### src/rtl/sdma_pkg.sv
package sdma_pkg;
  localparam int unsigned DW    = 32;
  localparam int unsigned IDX_W = 3;

  typedef enum logic [1:0] {
    OP_IDLE  = 2'd0,
    OP_BLAST = 2'd1,
    OP_ABORT = 2'd2,
    OP_START = 2'd3
  } sdma_op_e;

  localparam logic [IDX_W-1:0] IX_CMD  = 3'd0;
  localparam logic [IDX_W-1:0] IX_SCNT = 3'd1;
  localparam logic [IDX_W-1:0] IX_SADR = 3'd2;
  localparam logic [IDX_W-1:0] IX_WCNT = 3'd3;
  localparam logic [IDX_W-1:0] IX_WADR = 3'd4;
  localparam logic [IDX_W-1:0] IX_STAT = 3'd5;
  localparam logic [IDX_W-1:0] IX_SDSC = 3'd6;
  localparam logic [IDX_W-1:0] IX_WDSC = 3'd7;

  localparam int unsigned CMD_DIR_BIT = 7;
  localparam int unsigned CTL_COR_BIT = 12;
  localparam int unsigned ST_W        = 6;
  localparam int unsigned ST_DONE     = 3;
  localparam int unsigned ST_IRQ      = 4;
  localparam logic [ST_W-1:0] ST_CLR_MASK = 6'b001110;

  // Granted chunk: the request, clipped to what remains.
  function automatic logic [DW-1:0] sdma_clip(input logic [DW-1:0] req,
                                              input logic [DW-1:0] left);
    return (req < left) ? req : left;
  endfunction

  // Status bits removed this cycle.
  function automatic logic [ST_W-1:0] sdma_clr(input logic start,
                                               input logic cor_mode,
                                               input logic wr_hit,
                                               input logic rd_hit,
                                               input logic [ST_W-1:0] wbits);
    if (start)                  return '1;
    else if (!cor_mode && wr_hit) return wbits & ST_CLR_MASK;
    else if (cor_mode && rd_hit)  return ST_CLR_MASK;
    else                        return '0;
  endfunction
endpackage

### src/rtl/sdma_xfer.sv
module sdma_xfer
  import sdma_pkg::*;
#(
  parameter int unsigned LEN_W    = 16,
  parameter logic [31:0] WADR_RST = 32'hFFFF_FFFF,
  parameter logic [31:0] WDSC_RST = 32'hFFFF_FFFD
) (
  input  logic             clk,
  input  logic             rst_n,
  input  logic             start,
  input  logic             done_evt,
  input  logic [DW-1:0]    scnt,
  input  logic [DW-1:0]    sadr,
  input  logic [DW-1:0]    sdsc,
  input  logic             dir_cfg,
  input  logic             xfer_req,
  input  logic             xfer_dir,
  input  logic [LEN_W-1:0] xfer_len,
  output logic             xfer_ok,
  output logic [LEN_W-1:0] xfer_chunk,
  output logic [DW-1:0]    wcnt,
  output logic [DW-1:0]    wadr,
  output logic [DW-1:0]    wdsc
);
  localparam int unsigned PAD_W = DW - LEN_W;

  logic [DW-1:0] len_ext;
  logic [DW-1:0] chunk_w;

  assign xfer_ok    = xfer_req && (xfer_dir == dir_cfg);
  assign len_ext    = {{PAD_W{1'b0}}, xfer_len};
  assign chunk_w    = sdma_clip(len_ext, wcnt);
  assign xfer_chunk = chunk_w[LEN_W-1:0];

  always_ff @(posedge clk or negedge rst_n) begin
    if (!rst_n) begin
      wcnt <= '0;
      wadr <= WADR_RST;
      wdsc <= WDSC_RST;
    end else begin
      if (start) begin
        wcnt <= scnt;
        wadr <= sadr;
        wdsc <= sdsc;
      end else if (xfer_ok) begin
        wcnt <= wcnt - chunk_w;
        wadr <= wadr + chunk_w;
      end
      if (done_evt) wcnt <= '0;
    end
  end

  p_chunk_clip_r5: assert property (@(posedge clk) disable iff (!rst_n)
    xfer_ok |-> (chunk_w <= wcnt) && (chunk_w <= len_ext));

  p_reject_hold_r6: assert property (@(posedge clk) disable iff (!rst_n)
    (xfer_req && !xfer_ok && !start && !done_evt) |=> $stable(wcnt) && $stable(wadr));

  p_start_load_r3: assert property (@(posedge clk) disable iff (!rst_n)
    (start && !done_evt) |=> (wcnt == $past(scnt)) && (wadr == $past(sadr))
                             && (wdsc == $past(sdsc)));

  p_done_zero_r7: assert property (@(posedge clk) disable iff (!rst_n)
    done_evt |=> (wcnt == '0));
endmodule

### src/rtl/sdma_stat.sv
module sdma_stat
  import sdma_pkg::*;
(
  input  logic            clk,
  input  logic            rst_n,
  input  logic            start,
  input  logic            done_evt,
  input  logic            cor_mode,
  input  logic            wr_hit,
  input  logic            rd_hit,
  input  logic [ST_W-1:0] wbits,
  input  logic            core_irq,
  output logic [ST_W-1:0] stat_q,
  output logic [DW-1:0]   stat_view
);
  logic [ST_W-1:0] clr_w;
  logic [ST_W-1:0] set_w;

  assign clr_w = sdma_clr(start, cor_mode, wr_hit, rd_hit, wbits);
  assign set_w = ST_W'(done_evt) << ST_DONE;

  always_ff @(posedge clk or negedge rst_n) begin
    if (!rst_n) stat_q <= '0;
    else        stat_q <= ((stat_q & ~clr_w) | set_w) & ~(ST_W'(1) << ST_IRQ);
  end

  always_comb begin
    stat_view = {{(DW-ST_W){1'b0}}, stat_q};
    stat_view[ST_IRQ] = core_irq;
  end

  p_done_set_r7: assert property (@(posedge clk) disable iff (!rst_n)
    done_evt |=> stat_q[ST_DONE]);

  p_start_clear_r3: assert property (@(posedge clk) disable iff (!rst_n)
    (start && !done_evt) |=> (stat_q == '0));

  p_cor_wr_ignored_r9: assert property (@(posedge clk) disable iff (!rst_n)
    (cor_mode && !rd_hit && !start && !done_evt) |=> $stable(stat_q));

  p_irq_live_r10: assert property (@(posedge clk) disable iff (!rst_n)
    (stat_view[ST_IRQ] == core_irq) && !stat_q[ST_IRQ]);
endmodule

### src/rtl/sdma_chan.sv
module sdma_chan
  import sdma_pkg::*;
#(
  parameter int unsigned LEN_W = 16
) (
  input  logic             clk,
  input  logic             rst_n,
  input  logic             reg_wr,
  input  logic             reg_rd,
  input  logic [2:0]       reg_idx,
  input  logic [31:0]      reg_wdata,
  output logic [31:0]      reg_rdata,
  input  logic             ctl_wr,
  input  logic [31:0]      ctl_wdata,
  output logic [31:0]      ctl_q,
  input  logic             core_irq,
  input  logic             core_done,
  output logic             core_cancel,
  output logic             dma_en,
  input  logic             xfer_req,
  input  logic             xfer_dir,
  input  logic [LEN_W-1:0] xfer_len,
  output logic             xfer_ok,
  output logic [LEN_W-1:0] xfer_chunk
);
  logic [DW-1:0] cmd_q, scnt_q, sadr_q, sdsc_q;
  logic [DW-1:0] wcnt, wadr, wdsc, stat_view;
  logic [ST_W-1:0] stat_q;
  sdma_op_e op_w;
  logic cmd_hit, start_evt, abort_evt, idle_evt, stat_wr_hit, stat_rd_hit;

  assign op_w        = sdma_op_e'(reg_wdata[1:0]);
  assign cmd_hit     = reg_wr && (reg_idx == IX_CMD);
  assign start_evt   = cmd_hit && (op_w == OP_START);
  assign abort_evt   = cmd_hit && (op_w == OP_ABORT);
  assign idle_evt    = cmd_hit && (op_w == OP_IDLE);
  assign stat_wr_hit = reg_wr && (reg_idx == IX_STAT);
  assign stat_rd_hit = reg_rd && (reg_idx == IX_STAT);

  always_ff @(posedge clk or negedge rst_n) begin
    if (!rst_n) begin
      cmd_q <= '0; scnt_q <= '0; sadr_q <= '0; sdsc_q <= '0; ctl_q <= '0;
      dma_en <= 1'b0; core_cancel <= 1'b0;
    end else begin
      core_cancel <= abort_evt;
      if (start_evt)     dma_en <= 1'b1;
      else if (idle_evt) dma_en <= 1'b0;
      if (ctl_wr) ctl_q <= ctl_wdata;
      if (reg_wr) begin
        unique case (reg_idx)
          IX_CMD:  cmd_q  <= reg_wdata;
          IX_SCNT: scnt_q <= reg_wdata;
          IX_SADR: sadr_q <= reg_wdata;
          IX_SDSC: sdsc_q <= reg_wdata;
          default: ;
        endcase
      end
    end
  end

  sdma_xfer #(.LEN_W(LEN_W)) u_xfer (
    .clk(clk), .rst_n(rst_n), .start(start_evt), .done_evt(core_done),
    .scnt(scnt_q), .sadr(sadr_q), .sdsc(sdsc_q), .dir_cfg(cmd_q[CMD_DIR_BIT]),
    .xfer_req(xfer_req), .xfer_dir(xfer_dir), .xfer_len(xfer_len),
    .xfer_ok(xfer_ok), .xfer_chunk(xfer_chunk),
    .wcnt(wcnt), .wadr(wadr), .wdsc(wdsc)
  );

  sdma_stat u_stat (
    .clk(clk), .rst_n(rst_n), .start(start_evt), .done_evt(core_done),
    .cor_mode(ctl_q[CTL_COR_BIT]), .wr_hit(stat_wr_hit), .rd_hit(stat_rd_hit),
    .wbits(reg_wdata[ST_W-1:0]), .core_irq(core_irq),
    .stat_q(stat_q), .stat_view(stat_view)
  );

  always_comb begin
    unique case (reg_idx)
      IX_CMD:  reg_rdata = cmd_q;
      IX_SCNT: reg_rdata = scnt_q;
      IX_SADR: reg_rdata = sadr_q;
      IX_WCNT: reg_rdata = wcnt;
      IX_WADR: reg_rdata = wadr;
      IX_STAT: reg_rdata = stat_view;
      IX_SDSC: reg_rdata = sdsc_q;
      default: reg_rdata = wdsc;
    endcase
  end

  p_abort_pulse_r2: assert property (@(posedge clk) disable iff (!rst_n)
    abort_evt |=> core_cancel);

  p_cancel_cause_r2: assert property (@(posedge clk) disable iff (!rst_n)
    !abort_evt |=> !core_cancel);

  p_idle_off_r2: assert property (@(posedge clk) disable iff (!rst_n)
    idle_evt |=> !dma_en);

  p_ctl_load_r11: assert property (@(posedge clk) disable iff (!rst_n)
    ctl_wr |=> (ctl_q == $past(ctl_wdata)));
endmodule

### config.mk
export PLATFORM = sky130hd
export DESIGN_NAME = sdma_chan
export DESIGN_NICKNAME = d
export VERILOG_FILES = /design/src/rtl/sdma_pkg.sv /design/src/rtl/sdma_xfer.sv /design/src/rtl/sdma_stat.sv /design/src/rtl/sdma_chan.sv
export SDC_FILE = /design/constraint.sdc
export NUM_CORES = 1
export LEC_CHECK = 0
export BUFFER_PORTS_ARGS = -buffer_cell sky130_fd_sc_hd__buf_2
export CORE_ASPECT_RATIO = 1.25
export CORE_MARGIN = 1.5
export CORE_UTILIZATION = 60
export CTS_CLUSTER_DIAMETER = 30
export DETAILED_ROUTE_END_ITERATION = 10
export GPL_ROUTABILITY_DRIVEN = 0
export PLACE_DENSITY = 0.81
export SYNTH_ARGS = -nofsm -noshare
export SYNTH_HDL_FRONTEND = slang
export SYNTH_HIERARCHICAL = 1
export SYNTH_SLANG_ARGS = --single-unit
### constraint.sdc
create_clock -name clk -period 5.5 [get_ports clk]
set_input_delay 0.825 -clock clk [delete_from_list [all_inputs] [get_ports clk]]
set_output_delay 0.825 -clock clk [all_outputs]
set_load 0.005 [all_outputs]
# Yosys cells after proc, flatten, opt, wreduce, memory -nomap -nowiden

Index checks and enable logic that the tools add are counted.

Equal/unequal tests: 9
Bitwise gates (word level): 3
Magnitude comparators: 1
Reduce and logical (&&, ||, !) cells: 19
Multiplexer cells: 12
Add/sub/neg operators: 2

Operators with widths:

| operator           | count |
|---|---|
| $pmux 32 s7        | 1 |
| $mux 32            | 6 |
| $add 32x32->32     | 1 |
| $lt 16x32->1       | 1 |
| $sub 32x32->32     | 1 |
| $eq 3x3->1 const B | 3 |
| $logic_and 1x1->1  | 9 |
| $mux 4             | 2 |
| $reduce_and 2->1   | 4 |
| $and 6x6->6        | 1 |
| $eq 3x2->1 const B | 2 |
| $mux 6             | 1 |
| $not 6->6          | 1 |
| $or 6x4->6         | 1 |
| $eq 2x2->1 const B | 2 |
| $reduce_bool 2->1  | 2 |
| $eq 3x1->1 const B | 1 |
| $logic_not 3->1    | 1 |
| $reduce_bool 3->1  | 1 |
| $logic_not 2->1    | 1 |
| $mux 1             | 2 |
| $eq 1x1->1         | 1 |
| $logic_not 1->1    | 1 |

Bits of input ports: 92
Register bits after elaboration: 263

# Logic depth before layout (Yosys ltp)

Word-level depth: 9
Mapped depth: 23
Mapped depth without buffers: 21

# Hierarchy

Netlist, hierarchy kept.

Modules (own cells, without submodules):

| module    | instances | area each (µm²) | cells an instance |
|---|---|---|---|
| sdma_chan | 1         | 7,911.3         | 641 |
| sdma_xfer | 1         | 7,856.3         | 916 |
| sdma_stat | 1         | 437.9           | 48 |

# Worst setup path after synthesis

Ideal clock, no wire load.

Kind: input -> register
From: in xfer_len[9]
To: reg u_xfer.wadr[30]
Setup time: 91 ps
Path buffers: 1
Slack: 259 ps
Cell stages on the path: 21
Arrival time: 5,151 ps
Data required time: 5,409 ps
Cells stage by stage: ha_1 a21o_1 a21o_1 a21oi_1 nor2_1 a2111oi_2 clkbuf_1 nor3_1 a21oi_1 nand3_1 ha_1 inv_1 fa_1 nor2b_1 o31a_1 o221a_2 or4b_1 nand3_1 a21boi_0 o31a_1 o31ai_1

Word-level cells in the longest chain between the ends: 5

Ends and longest elaborated chain:

| what                   | RTL line        | RTL |
|---|---|---|
| start: declaration     | sdma_chan.sv:22 | `input logic [LEN_W-1:0] xfer_len,` |
| $lt 16x32->1           | sdma_pkg.sv:31  | `return (req < left) ? req : left;` |
| $mux 32                | sdma_pkg.sv:31  |  |
| net xfer_chunk[0]      | sdma_chan.sv:24 | `output logic [LEN_W-1:0] xfer_chunk` |
| $add 32x32->32         | sdma_xfer.sv:47 | `wadr <= wadr + chunk_w;` |
| $mux 32                | sdma_xfer.sv:45 | `end else if (xfer_ok) begin` |
| $mux 32                | sdma_xfer.sv:41 | `if (start) begin` |
| end signal: assignment | sdma_xfer.sv:43 | `wadr <= sadr;` |
| end signal: assignment | sdma_xfer.sv:47 |  |
| end: declaration       | sdma_xfer.sv:22 | `output logic [DW-1:0] wadr,` |

The timed path passes the listed nets, and every way through them passes these cells. The select of a mux whose other input is x is not followed.
A chain may end at the register's enable or synchronous reset.

# Final worst setup path

From: reg u_xfer.wcnt[21]
To: reg u_xfer.wadr[30]

Word-level cells in the longest chain between the ends: 5

Ends and longest elaborated chain:

| what                     | RTL line        | RTL |
|---|---|---|
| start: declaration       | sdma_xfer.sv:21 | `output logic [DW-1:0] wcnt,` |
| start signal: assignment | sdma_xfer.sv:42 | `wcnt <= scnt;` |
| start signal: assignment | sdma_xfer.sv:46 | `wcnt <= wcnt - chunk_w;` |
| $lt 16x32->1             | sdma_pkg.sv:31  |  |
| $mux 32 (*)              | sdma_pkg.sv:31  |  |
| $add 32x32->32 (*)       | sdma_xfer.sv:47 |  |
| $mux 32 (*)              | sdma_xfer.sv:45 |  |
| $mux 32 (*)              | sdma_xfer.sv:41 |  |

Mark *: on every way between the ends. The rest lies on a longest branch, timed or not. The select of a mux whose other input is x is not followed.

==> impl_results.md <==
* Status: finished, final reports clean
* Detailed router's first-iteration violation count at roughly 1400
* Ports placed on the boundary at 175
* H-tree levels at 2
* Final worst clock skew at 0.0233 ns
* FMAX at 188 MHz
* Count of final setup violators at 0
* Kind of cell with the highest combined delay on the critical path: simple AND/OR/NAND/NOR gates
* Row cnt at 67
* Global-route wire length before repair at between 70 and 80 mm
* Pwr dens at roughly 540 mW/mm²
* Type of the most critical hold path: input port to async pin
* Post-route DRC violation count at 0
* Antenna violations before repair at 0
* Net count reported at finish at between 1500 and 2000
* Static leakage at about 0.0082 µW
* Final number of hold-violating endpoints at 0
* Share of cells above drive strength 1 at 31.6%
* Startpoint-to-endpoint class of the critical path: flip-flop to flip-flop
* Final period util at between 90% and 100%
* Clock Pin Slew Worst Setup and Hold Paths at 0.07 ns
* Peak supply drop at 0.266 mV
* Arrival time reported for the critical path endpoint at 5.72 ns
* Total Routing Usage GR at 34.5%
* Largest net degree at the start of global routing at 150
* Post-place instance area at between 0.015 and 0.02 mm²
* Chip Width at 150 µm
* Unrepaired setup endpoints after global routing: false
* Estimated wirelength of the detail-placed design at ~33 mm
* Startpoint type of the worst setup path: flip-flop
* Yosys warnings at 6
* Final-layout worst hold slack at 0.485 ns
* Least-Margin Pin Slew at 1.07 ns
* Effective utilization at floorplan at about 60%
* Post-route standard cell area excluding fillers at 0.0187 mm²
* Cell at the root of the clock tree: sky130_fd_sc_hd__clkbuf_16
* Critical Path, Cell by Cell: or4_4 -> or4_4 -> nor4_4 -> nand2_1 -> or3_4 -> a21oi_1 -> nand3_1 -> ha_1 -> inv_1 -> fa_1 -> nor2b_1 -> o31a_1 -> o221a_2 -> or4b_1 -> nand3_1 -> a21boi_0 -> o31a_1 -> o31ai_1
* Cell type of the slowest stage on the worst timing path: sky130_fd_sc_hd__or4b_1
* Number of antenna cells inserted at 0
* TritonCTS clock tree: done
* Final wirelength at 48.4 mm
* Placement Setup Slack at -0.0272 ns
* Avg Vias per Cell at 6.70
* Critical path required time at 5.91 ns
* Port bufs at between 150 and 200
* Die area at 0.0280 mm²
* Total iterations of the first detailed-routing run at 5
* Die height at 187 µm
* Final antenna-violating net count at 0
* Max Transition Viols Final at 0
* Endpoint class of the critical path: flip-flop
* Post-layout minimum cycle time at 5.32 ns
* Wire per inst at 22.6 µm
* Max-Slew Margin vs Limit at 28.4%
* Power, Total at 10100 µW
* Slowest cell delay on critical path at 0.62 ns
* Total overflow reported by the global router at 0
* Clk sink count at 263
* Cell count of the worst reg-to-reg path at 18
* Synthesized area divided by synthesized cell count at 10.1 µm²
* Maxcap violations at 0
* Post-synthesis instance area at around 0.016 mm²
* Total CTS buffers at 37
* Worst-path fanout max at 12
* Number of instances in the synthesized netlist at 1604
* Number of buffers on the longest clock path at 3
* Core Area at 0.0267 mm²
* Setup slack on the worst flop-to-flop path at 0.18 ns
* Number of buffers and inverters on the critical path at 1
* # hold bufs at CTS at 0
* Via count of the first global-routing pass at 14290
* Number of vias after detailed routing at 14319
* Sum Neg Setup Slack at 0 ns
* Clock latency on the worst-skew pair at 0.52 ns
* P&R area growth vs syn at 15.5%
* Stages on the worst setup path at 18
* Worst Slack Setup Final at between 0.15 and 0.2 ns
## final timing paths
| kind | start | end |
|---|---|---|
| min in group clk | sadr_q[18] | u_xfer/wadr[18] |
| setup / recovery | u_xfer/wcnt[21] | u_xfer/wadr[30] |
| hold reg to reg | sadr_q[18] | u_xfer/wadr[18] |
| max in group asynchronous | rst_n | sadr_q[24] |
| hold / removal | rst_n | ctl_q[20] |
| setup reg to reg | u_xfer/wcnt[21] | u_xfer/wadr[30] |
## worst register-to-register path: cells and delay by family, from the launching register on
family	cells	cell delay (ns)
AOI/OAI and AO/OA	6	1.39
buffers and inverters	1	0.08
and+or+nand+nor	9	2.84
DFF	1	0.43
adders and majority gates	2	0.45
## per-stage QoR
step / instances / utilization [%]
after CTS: 2137 / 70.1
final: 2137 / 70.2
after global routing: 2137 / 70.2
after global placement: 2069 / 64.8
after floorplan: 1643 / -
after detailed placement: 2069 / 64.8
## where the power goes
part	leakage (µW)	switching (µW)	internal, µW
logic	0.00442	2470	1870
clock network	0.000674	929	1720
registers	0.00311	527	2540
## area by class of cell
| type | count | area [µm²] |
|---|---|---|
| multi-input combinational | 1202 | 8840 |
| fill | 1923 | 7950 |
| sequential | 263 | 6660 |
| timing repair buffer | 217 | 1220 |
| clock buffer | 43 | 1010 |
| tap | 345 | 432 |
| clock inverter | 25 | 388 |
| inverter | 42 | 158 |
## registers in the layout, indices dropped and copies added, names as in the netlist
name / flops
cmd_q: 32
ctl_q: 32
sadr_q: 32
scnt_q: 32
sdsc_q: 32
u_xfer/wadr: 32
u_xfer/wcnt: 32
u_xfer/wdsc: 32
u_stat/stat_q: 5
core_cancel: 1
dma_en: 1
## layer usage
metal | track usage [%] | vias to the layer above | part of all wire (%)
met5 | 0 | - | 0
met4 | 14.7 | 0 | 3.8
met3 | 7.24 | 141 | 11
met2 | 53.7 | 906 | 46
met1 | 46.5 | 6994 | 39
li1 | - | 6278 | -
## timing repair
action	in CTS	in global routing
buffers inserted	0	0
pin swaps	0	2
resized for setup	1	6
endpoints found under the setup margin	1	8
## cell usage in the layout (no fill, tap or decap), types with 21 or more instances in the layout
cell / n
sky130_fd_sc_hd__mux2_2: 190
sky130_fd_sc_hd__conb_1: 41
sky130_fd_sc_hd__nand2_1: 102
sky130_fd_sc_hd__inv_1: 41
sky130_fd_sc_hd__o22a_1: 24
sky130_fd_sc_hd__ha_1: 62
sky130_fd_sc_hd__buf_2: 173
sky130_fd_sc_hd__o21ai_0: 71
sky130_fd_sc_hd__a221oi_1: 49
sky130_fd_sc_hd__buf_4: 41
sky130_fd_sc_hd__nand4_1: 24
sky130_fd_sc_hd__nor2_1: 63
sky130_fd_sc_hd__nor3_1: 27
sky130_fd_sc_hd__clkbuf_16: 39
sky130_fd_sc_hd__dfstp_2: 63
sky130_fd_sc_hd__o211ai_1: 21
sky130_fd_sc_hd__a22oi_1: 26
sky130_fd_sc_hd__nand3_1: 58
sky130_fd_sc_hd__dfrtp_1: 200
sky130_fd_sc_hd__and3_1: 41
sky130_fd_sc_hd__a21oi_1: 133
No activity file was read; power rests on OpenSTA's default activity.
